--- src/rtl/pwrseq_pkg.sv ---
package pwrseq_pkg;
  typedef enum logic [2:0] {
    ST_G3    = 3'd0,
    ST_S5OFF = 3'd1,
    ST_S5ON  = 3'd2,
    ST_S0    = 3'd3,
    ST_S3    = 3'd4
  } pwr_state_e;
endpackage

--- src/rtl/pwrseq_sync.sv ---
module pwrseq_sync #(
  parameter int WIDTH  = 1,
  parameter int STAGES = 2
) (
  input  logic             clk,
  input  logic             rst_n,
  input  logic [WIDTH-1:0] d_i,
  output logic [WIDTH-1:0] q_o
);
  logic [WIDTH-1:0] stage_q [STAGES];

  for (genvar i = 0; i < STAGES; i++) begin : g_stage
    if (i == 0) begin : g_first
      always_ff @(posedge clk or negedge rst_n) begin
        if (!rst_n) stage_q[i] <= '0;
        else        stage_q[i] <= d_i;
      end
    end else begin : g_next
      always_ff @(posedge clk or negedge rst_n) begin
        if (!rst_n) stage_q[i] <= '0;
        else        stage_q[i] <= stage_q[i-1];
      end
    end
  end

  assign q_o = stage_q[STAGES-1];
endmodule

--- src/rtl/pwrseq_ramp.sv ---
module pwrseq_ramp #(
  parameter int RAMP_MAX = 511,
  parameter int LEAD     = 256
) (
  input  logic clk,
  input  logic rst_n,
  input  logic req_i,
  output logic done_o,
  output logic lead_hit_o
);
  localparam int CW = $clog2(RAMP_MAX + 1);
  localparam logic [CW-1:0] LIMIT  = CW'(RAMP_MAX);
  localparam logic [CW-1:0] LEAD_C = CW'(LEAD);

  logic [CW-1:0] cnt_q, cnt_d;
  logic          at_limit;

  assign at_limit   = (cnt_q == LIMIT);
  assign done_o     = req_i && at_limit;
  assign lead_hit_o = req_i && (cnt_q >= LEAD_C);

  always_comb begin
    if (!req_i || done_o) cnt_d = '0;
    else if (at_limit)    cnt_d = cnt_q;
    else                  cnt_d = cnt_q + 1'b1;
  end

  always_ff @(posedge clk or negedge rst_n) begin
    if (!rst_n) cnt_q <= '0;
    else        cnt_q <= cnt_d;
  end


  ramp_restart_chk: assert property (@(posedge clk) disable iff (!rst_n)
    !$past(req_i) |-> cnt_q == '0);
endmodule

--- src/rtl/pwrseq_uvmon.sv ---
module pwrseq_uvmon
  import pwrseq_pkg::*;
(
  input  logic       clk,
  input  logic       rst_n,
  input  pwr_state_e state_i,
  input  logic       mode_b_i,
  input  logic [2:0] uv_i,
  output logic       pull_o
);
  logic watch_en, fault, pull_q, pull_d;

  assign watch_en = (state_i == ST_S0) || (state_i == ST_S3);
  assign fault    = mode_b_i ? (|uv_i) : uv_i[0];
  assign pull_d   = watch_en && fault;

  always_ff @(posedge clk or negedge rst_n) begin
    if (!rst_n) pull_q <= 1'b0;
    else        pull_q <= pull_d;
  end

  assign pull_o = pull_q;


  mode_a_scope_chk: assert property (@(posedge clk) disable iff (!rst_n)
    (pull_q && !$past(mode_b_i)) |-> $past(uv_i[0]));
endmodule

--- src/rtl/pwrseq_fsm.sv ---
module pwrseq_fsm
  import pwrseq_pkg::*;
(
  input  logic       clk,
  input  logic       rst_n,
  input  logic       por_s,
  input  logic       slp3_n_s,
  input  logic       slp5_n_s,
  input  logic       dual_en_n_s,
  input  logic       pgood_s,
  input  logic       mode_b_s,
  input  logic       ramp_done_i,
  input  logic       lead_hit_i,
  output pwr_state_e state_o,
  output logic       ramp_req_o,
  output logic       dual_sb_o,
  output logic       dual_main_o,
  output logic [2:0] reg_en_o
);
  pwr_state_e state_q, state_d;
  logic       wake;
  logic       req;
  pwr_state_e off_dest;

  assign wake     = slp3_n_s && slp5_n_s;
  assign off_dest = dual_en_n_s ? ST_S5OFF : ST_S5ON;

  always_comb begin
    state_d = state_q;
    req     = 1'b0;
    unique case (state_q)
      ST_G3:    state_d = ST_S5OFF;
      ST_S5OFF: begin
        req = !dual_en_n_s || wake;
        if (req && ramp_done_i) state_d = ST_S5ON;
      end
      ST_S5ON: begin
        if (wake) begin
          req = 1'b1;
          if (ramp_done_i) state_d = ST_S0;
        end else if (dual_en_n_s) begin
          state_d = ST_S5OFF;
        end
      end
      ST_S0: begin
        if (!slp5_n_s)      state_d = off_dest;
        else if (!slp3_n_s) state_d = ST_S3;
      end
      ST_S3: begin
        if (!slp5_n_s)             state_d = off_dest;
        else if (wake && pgood_s)  state_d = ST_S0;
      end
      default: state_d = ST_G3;
    endcase
    if (!por_s) begin
      state_d = ST_G3;
      req     = 1'b0;
    end
  end

  always_ff @(posedge clk or negedge rst_n) begin
    if (!rst_n) state_q <= ST_G3;
    else        state_q <= state_d;
  end

  always_comb begin
    dual_sb_o   = 1'b0;
    dual_main_o = 1'b0;
    reg_en_o    = 3'b000;
    unique case (state_q)
      ST_S5OFF: dual_sb_o = req;
      ST_S5ON: begin
        dual_sb_o = 1'b1;
        if (req) reg_en_o = mode_b_s ? {1'b1, lead_hit_i, lead_hit_i} : 3'b111;
      end
      ST_S0: begin
        dual_main_o = 1'b1;
        reg_en_o    = 3'b111;
      end
      ST_S3: begin
        dual_sb_o = 1'b1;
        reg_en_o  = 3'b111;
      end
      default: ;
    endcase
  end

  assign state_o    = state_q;
  assign ramp_req_o = req;


  por_loss_chk: assert property (@(posedge clk) disable iff (!rst_n)
    !por_s |=> state_q == ST_G3);

  wake_gate_chk: assert property (@(posedge clk) disable iff (!rst_n)
    (state_q == ST_S0 && $past(state_q) == ST_S3) |-> $past(pgood_s));

  ramp_gate_chk: assert property (@(posedge clk) disable iff (!rst_n)
    ((state_q == ST_S5ON && $past(state_q) == ST_S5OFF) ||
     (state_q == ST_S0 && $past(state_q) == ST_S5ON)) |-> $past(ramp_done_i));

  switch_excl_chk: assert property (@(posedge clk) disable iff (!rst_n)
    $onehot0({dual_sb_o, dual_main_o}));

  stagger_order_chk: assert property (@(posedge clk) disable iff (!rst_n)
    reg_en_o[0] |-> reg_en_o[2]);
endmodule

--- src/rtl/acpi_mem_pwr_seq.sv ---
module acpi_mem_pwr_seq
  import pwrseq_pkg::*;
#(
  parameter int RAMP_MAX    = 511,
  parameter int SYNC_STAGES = 2
) (
  input  logic       clk,
  input  logic       rst_n,
  input  logic       por_ok_i,
  input  logic       slp3_n_i,
  input  logic       slp5_n_i,
  input  logic       dual_en_n_i,
  input  logic       pgood_i,
  input  logic       mode_b_i,
  input  logic [2:0] uv_flag_i,
  output logic       dual_sb_en_o,
  output logic       dual_main_en_o,
  output logic [2:0] reg_en_o,
  output logic       pgood_pull_o,
  output logic       ramp_req_o,
  output logic       ramp_done_o,
  output logic [2:0] state_o
);
  localparam int LEAD   = (RAMP_MAX + 1) / 2;
  localparam int NPINS  = 9;

  logic [1:0]       rst_pipe_q;
  logic             rst_int_n;
  logic [NPINS-1:0] pins_raw, pins_s;
  logic             por_s, s3_s, s5_s, den_s, pg_s, mb_s;
  logic [2:0]       uv_s;
  logic             ramp_req, ramp_done, lead_hit;
  pwr_state_e       fsm_state;

  always_ff @(posedge clk or negedge rst_n) begin
    if (!rst_n) rst_pipe_q <= 2'b00;
    else        rst_pipe_q <= {rst_pipe_q[0], 1'b1};
  end
  assign rst_int_n = rst_pipe_q[1];

  assign pins_raw = {por_ok_i, slp3_n_i, slp5_n_i, dual_en_n_i, pgood_i, mode_b_i, uv_flag_i};

  pwrseq_sync #(.WIDTH(NPINS), .STAGES(SYNC_STAGES)) u_sync (
    .clk   (clk),
    .rst_n (rst_int_n),
    .d_i   (pins_raw),
    .q_o   (pins_s)
  );

  assign {por_s, s3_s, s5_s, den_s, pg_s, mb_s, uv_s} = pins_s;

  pwrseq_ramp #(.RAMP_MAX(RAMP_MAX), .LEAD(LEAD)) u_ramp (
    .clk        (clk),
    .rst_n      (rst_int_n),
    .req_i      (ramp_req),
    .done_o     (ramp_done),
    .lead_hit_o (lead_hit)
  );

  pwrseq_fsm u_fsm (
    .clk         (clk),
    .rst_n       (rst_int_n),
    .por_s       (por_s),
    .slp3_n_s    (s3_s),
    .slp5_n_s    (s5_s),
    .dual_en_n_s (den_s),
    .pgood_s     (pg_s),
    .mode_b_s    (mb_s),
    .ramp_done_i (ramp_done),
    .lead_hit_i  (lead_hit),
    .state_o     (fsm_state),
    .ramp_req_o  (ramp_req),
    .dual_sb_o   (dual_sb_en_o),
    .dual_main_o (dual_main_en_o),
    .reg_en_o    (reg_en_o)
  );

  pwrseq_uvmon u_uvmon (
    .clk      (clk),
    .rst_n    (rst_int_n),
    .state_i  (fsm_state),
    .mode_b_i (mb_s),
    .uv_i     (uv_s),
    .pull_o   (pgood_pull_o)
  );

  assign ramp_req_o  = ramp_req;
  assign ramp_done_o = ramp_done;
  assign state_o     = fsm_state;


  uv_scope_chk: assert property (@(posedge clk) disable iff (!rst_int_n)
    pgood_pull_o |-> ($past(fsm_state) == ST_S0 || $past(fsm_state) == ST_S3));
endmodule

--- config.mk ---
export PLATFORM = sky130hd
export DESIGN_NAME = acpi_mem_pwr_seq
export DESIGN_NICKNAME = d
export VERILOG_FILES = /design/src/rtl/pwrseq_pkg.sv /design/src/rtl/pwrseq_sync.sv /design/src/rtl/pwrseq_ramp.sv /design/src/rtl/pwrseq_uvmon.sv /design/src/rtl/pwrseq_fsm.sv /design/src/rtl/acpi_mem_pwr_seq.sv
export SDC_FILE = /design/constraint.sdc
export NUM_CORES = 1
export LEC_CHECK = 0
export ABC_CLOCK_PERIOD_IN_PS = 2050
export BUFFER_PORTS_ARGS = -buffer_cell sky130_fd_sc_hd__buf_2
export CORE_UTILIZATION = 30
export CTS_CLUSTER_DIAMETER = 60
export DETAILED_ROUTE_END_ITERATION = 8
export RECOVER_POWER = 50
export SYNTH_ARGS = -nofsm -noshare
export SYNTH_HDL_FRONTEND = slang
export SYNTH_SLANG_ARGS = --single-unit
--- constraint.sdc ---
create_clock -name clk -period 2.05 [get_ports clk]
set_clock_uncertainty 0.05 [all_clocks]
set_input_delay 0.5125 -clock clk [delete_from_list [all_inputs] [get_ports clk]]
set_output_delay 0.5125 -clock clk [all_outputs]
set_load 0.005 [all_outputs]
=== After elaboration in Yosys (flattened, before gate mapping) ===
Cells that the tools add are included.

* Logic and storage cells: 57
* Bits of input ports: 11
* Register bits: 33
* Output and inout port bits: 11

* Equality and inequality tests: 11
* Reductions and logical operators: 16
* $add $sub $neg: 1
* Magnitude comparators: 1
* Muxes and demuxes: 22

{| class="wikitable"
|+ Operator list
! operator !! number
|-
| $mux 3 || 10
|-
| $mux 9 || 2
|-
| $pmux 3 s5 || 1
|-
| $ne 4x3->1 const B || 3
|-
| $add 9x1->9 const B || 1
|-
| $eq 9x9->1 const B || 1
|-
| $ge 9x9->1 const B || 1
|-
| $eq 3x2->1 const B || 2
|-
| $logic_and 1x1->1 || 6
|-
| $pmux 3 s2 || 1
|-
| $reduce_and 5->1 || 1
|-
| $mux 1 || 4
|-
| $mux 2 || 2
|-
| $ne 4x4->1 const B || 1
|-
| $pmux 1 s2 || 2
|-
| $reduce_or 2->1 || 2
|-
| $eq 3x1->1 const B || 1
|-
| $eq 3x3->1 const B || 1
|-
| $logic_not 3->1 || 1
|-
| $logic_or 1x1->1 || 3
|-
| $ne 3x2->1 const B || 1
|-
| $reduce_or 3->1 || 1
|-
| $logic_not 1->1 || 2
|-
| $ne 2x2->1 const B || 1
|}

=== Depth between registers and ports, before layout ===
* Depth after elaboration: 9
* Depth in mapped cells: 9
* Depth with buffers taken out: 9

=== Hierarchy ===
Synthesis repeated with hierarchy kept, for this count alone.

* Cell total of the unflattened synthesis: 128
* Area, all modules: 1,450.1 um2

{| class="wikitable"
|+ By module, submodules not included
! module !! cells each !! area an instance (um2) !! instances !! sequential area each (um2)
|-
| pwrseq_sync || 27 || 518.0 || 1 || 450.4
|-
| pwrseq_ramp || 41 || 431.7 || 1 || 225.2
|-
| pwrseq_fsm || 51 || 389.1 || 1 || 75.1
|-
| pwrseq_uvmon || 6 || 57.6 || 1 || 25.0
|-
| acpi_mem_pwr_seq || 3 || 53.8 || 1 || 50.0
|}

=== Least setup slack after synthesis ===
OpenSTA, ideal clock, no wires.

* Kind: reg2out
* Start: register u_fsm.state_q[0], in the netlist u_fsm.state_o[0]
* End: output port reg_en_o[1]
* Data arrival time: 1.532 ns
* Buffers on the path: 1
* Cell stages (with the launch flop): 6
* Setup slack: -0.044 ns
* Cell sequence: dfrtp_1 -> nand4b_1 -> a2111oi_4 -> a21oi_1 -> o21ai_1 -> buf_4

* Longest elaborated chain between the ends: 7
* Elaborated cells on any way between the ends: 11
* Classes of those cells: eq/ne: 4; mux: 5; reduce/logical: 2

{| class="wikitable"
|+ RTL lines
! what !! line !! source
|-
| start: declaration || pwrseq_fsm.sv:20 || <nowiki>pwr_state_e state_q, state_d;</nowiki>
|-
| start signal: assignment || pwrseq_fsm.sv:63 || <nowiki>else state_q <= state_d;</nowiki>
|-
| $eq 3x2->1 / $eq 3x1->1 (equally long branches) || pwrseq_fsm.sv:31 || <nowiki>unique case (state_q)</nowiki>
|-
| $pmux 1 s2 (*) || pwrseq_fsm.sv:31 ||
|-
| $mux 1 (*) || pwrseq_fsm.sv:55 || <nowiki>if (!por_s) begin</nowiki>
|-
| via ramp_req_o || acpi_mem_pwr_seq.sv:20 || <nowiki>output logic ramp_req_o,</nowiki>
|-
| $logic_and 1x1->1 || pwrseq_ramp.sv:20 || <nowiki>assign lead_hit_o = req_i && (cnt_q >= LEAD_C);</nowiki>
|-
| $mux 2 || pwrseq_fsm.sv:74 || <nowiki>if (req) reg_en_o = mode_b_s ? {1'b1, lead_hit_i, lead_hit_i} : 3'b111;</nowiki>
|-
| $mux 3 (*) || pwrseq_fsm.sv:74 ||
|-
| $pmux 3 s2 (*) || pwrseq_fsm.sv:70 || <nowiki>unique case (state_q)</nowiki>
|-
| end: declaration || acpi_mem_pwr_seq.sv:18 || <nowiki>output logic [2:0] reg_en_o,</nowiki>
|}

The timed path passes the listed nets; every way through them passes the cells marked *.

=== Worst setup path after layout ===
* Start: register u_fsm.state_q[0], in the netlist u_fsm.state_o[0]
* End: output port ramp_done_o

* Longest elaborated chain between the ends: 4
* Elaborated cells on any way between the ends: 5
* Classes of those cells: eq/ne: 2; mux: 2; reduce/logical: 1

{| class="wikitable"
|+ RTL lines
! what !! line !! source
|-
| $eq 3x2->1 / $eq 3x1->1 (equally long branches) || pwrseq_fsm.sv:31 ||
|-
| $pmux 1 s2 (*) || pwrseq_fsm.sv:31 ||
|-
| $mux 1 (*) || pwrseq_fsm.sv:55 ||
|-
| $logic_and 1x1->1 (*) || pwrseq_ramp.sv:19 || <nowiki>assign done_o = req_i && at_limit;</nowiki>
|-
| end: declaration || acpi_mem_pwr_seq.sv:21 || <nowiki>output logic ramp_done_o,</nowiki>
|}

Mark *: on every way between the ends. The rest lies on a longest branch, timed or not.

==> results.txt <==
initial DRC count: 23
first-pass detailed-route iteration total: 4
Placement Rows: 23
Max Buffers Root-to-Sink: 2
CTS Buf Count: 5
DRC viols: 0
total power: 1.59 mW
Initial Util: 32.5%
CP startpoint: u_fsm.state_o[0]
Worst setup EP type: output pin
yosys warns: 0
Final period util: 111%
violated checks: setup timing
share of layout cells above drive strength 1: 36.9%
aggregate global routing overflow: 0
# setup viols final: 6
Worst Slack Setup Final: -0.236 ns
CP peak stage delay: 0.39 ns
largest net degree at the start of global routing: 28
gr usage total: 12.7%
Die Span Y: 69.0 um
Vias: 962
Yosys top cell area share: 61.3%
Post-synth EDFFs: 0
DP HPWL: 1790 um
Rel. slew slack: 8.69%
Hold WS: 0.0221 ns
initial antenna violation count: 0
largest area contributor in the synthesized netlist: dfrtp_1
Synth Area per Inst: 12.0 um2
R2R Path Start: u_ramp.cnt_q[0]
Critical Path AT: 1.72 ns
die area: 4760 um2
VDD IR-drop max: 465 uV
clk slew on worst S/H paths: 0.07 ns
crit-path leading delay family: simple AND/OR/NAND/NOR gates
final max-slew violation count: 0
R2R cell count: 9
CTS tree: built
Die Width: 69.0 um
P_leak: 0.837 nW
synth top area cells: dfrtp_1 (61%), o21ai_0 (2.6%), nor2_1 (2.5%)
io pins: 22
Sink Count: 33
Post-Syn Nets: 125
CP max FO: 3
crit path buf inv count: 2
global-route wire length before repair: 4130 um
DRT antenna net count: 0
RSZ-0062 raised after global routing: yes
Mapped Cells: 112
Placed Area: 1610 um2
CP Cell Sequence: nand4b_1 > a2111oi_4 > buf_4 > and2_4 > buf_6
GP Congestion: 0.812
fin nets: 169
status: complete, but fails checks
Setup Crit Path Kind: register to output pin
final wirelength: 2490 um
Post-Place Cells: 194
Max Freq: 0.438 GHz
Post-synth top flop: dfrtp_1
Tmin final: 2.29 ns
cell count along the critical path: 5
WL/cell: 12.0 um
diodes inserted: 0
Worst EP required: 1.49 ns
worst skew pair latency: 0.28 ns
Port Buffers: 21
Root Buffer: clkbuf_8
Worst Tran Pin Value: 1.37 ns
final core occ: 42.3%
Critical-path top delay cell: a2111oi_4
Final Non-Filler Cells: 207
post-route design area: 1750 um2
Core Area: 4140 um2
vias in the first global route: 926
area grow syn2layout: 30.3%
post-synthesis sequential area ratio: 61.3%
Hold Fails Final Rpt: 0
Max-Cap Viols: 0
Synth async-reset ratio: 100%
vias per cell: 4.65
CP Launch Type: register
Pwr Density: 909 nW/um2
Netlist cell types: 37
Synth Cell Area: 1350 um2
H-Tree Depth: 2
flop and latch count out of synthesis: 33
Hold Crit Class: register to async pin
[metal layers]
layer  share of wire (%)  track usage [%]  routed length, um  up-vias
met3                 4.7             4.93                118        6
met1                  46             16.0               1140      455
met4                 2.4             7.65                 61        0
met2                  47             18.1               1170       26
li1                    -                -                  -      475
met5                   0                0                  0        -
[worst paths after layout]
| kind | end | slack, ns |
|---|---|---|
| max in group asynchronous | u_sync.q_o[7] | 0.31 |
| max | ramp_done_o | -0.24 |
| min | u_ramp.cnt_q[6] | 0.02 |
| min reg2reg | u_ramp.cnt_q[6] | 0.02 |
| max reg2reg | u_fsm.state_o[1] | 0.11 |
| min in group clk | u_sync.stage_q[13] | 0.29 |
[Yosys cell counts, drive strengths merged (2+ instances only)]
master,instances
a21oi,3
and3,3
buf,3
clkbuf,2
dfrtp,33
ha,2
inv,3
nand2,7
nand2b,5
nand3,3
nand4,4
nor2,9
nor2b,2
o21ai,8
xnor2,3
xor2,3
[state kept, by name, summed over array words and instances, names as in the netlist]
register	flops
u_uvmon.pull_o	1
u_sync.stage_q	9
u_ramp.cnt_q	9
rst_pipe_q	2
u_sync.q_o	9
u_fsm.state_o	3
[per-stage QoR]
step,setup WS [ns],TNS [ns]
after global placement,0.0163,0
final,-0.236,-1.11
after detailed placement,-0.00957,-0.00957
after global routing,-0.376,-1.80
after floorplan,-0.0440,-0.0440
after CTS,-0.336,-1.49
[cells by family (layout without fill, tap and decap cells)]
kind of cell | Yosys count | in the layout | synth area share [%]
adder cells (fa/ha/maj) | 2 | 2 | 1.86
AND/OR/NAND/NOR | 41 | 41 | 17.2
flip-flops | 33 | 33 | 61.3
AO/OA/AOI/OAI | 19 | 19 | 10.8
other | 1 | 1 | 0.279
multiplexers | 2 | 2 | 1.58
buffers and inverters | 8 | 53 | 3.07
XOR/XNOR | 6 | 6 | 3.90
[area by class of cell]
| type | instances | area [um2] |
|---|---|---|
| flip-flops and latches | 33 | 827 |
| well taps | 50 | 62.6 |
| clock buffers | 5 | 68.8 |
| repair buffers | 42 | 277 |
| inverters | 3 | 11.3 |
| multi-input cells | 71 | 490 |
| fillers | 409 | 2390 |
| clock inverters | 3 | 17.5 |
[worst reg2reg max path, delay by kind of cell (launching register included)]
family,cells,cell delay [ns]
multiplexers,1,0.35
buffers and inverters,1,0.06
flip-flops,1,0.38
adder cells (fa/ha/maj),2,0.38
AO/OA/AOI/OAI,2,0.28
AND/OR/NAND/NOR,3,0.33
[layout by cell type, fill, tap and decap left out, drive strengths merged, types with 2 or more instances in the layout]
cell and count:
nand2 7, o21ai 8, nor2b 2, nor2 9
ha 2, clkbuf 7, nand4 4, and3 3
nand3 3, dfrtp 33, clkinv 2, nand2b 5
xor2 3, inv 3, a21oi 3, xnor2 3
buf 39
[report_power, final]
part | switching (mW) | internal (mW)
clock | 0.228 | 0.234
combinational | 0.191 | 0.217
sequential | 0.0283 | 0.696
[repair_timing]
item                                   4_1_cts  5_1_grt
gates cloned                                 0        0
hold buffers                                 1        0
setup endpoints to repair                    6        9
endpoints found under the hold margin        2        0
buffers inserted                             3        1
pin swaps                                    2        4
resized for setup                            2        6
Note: power is estimated with default switching activity, not from simulation.
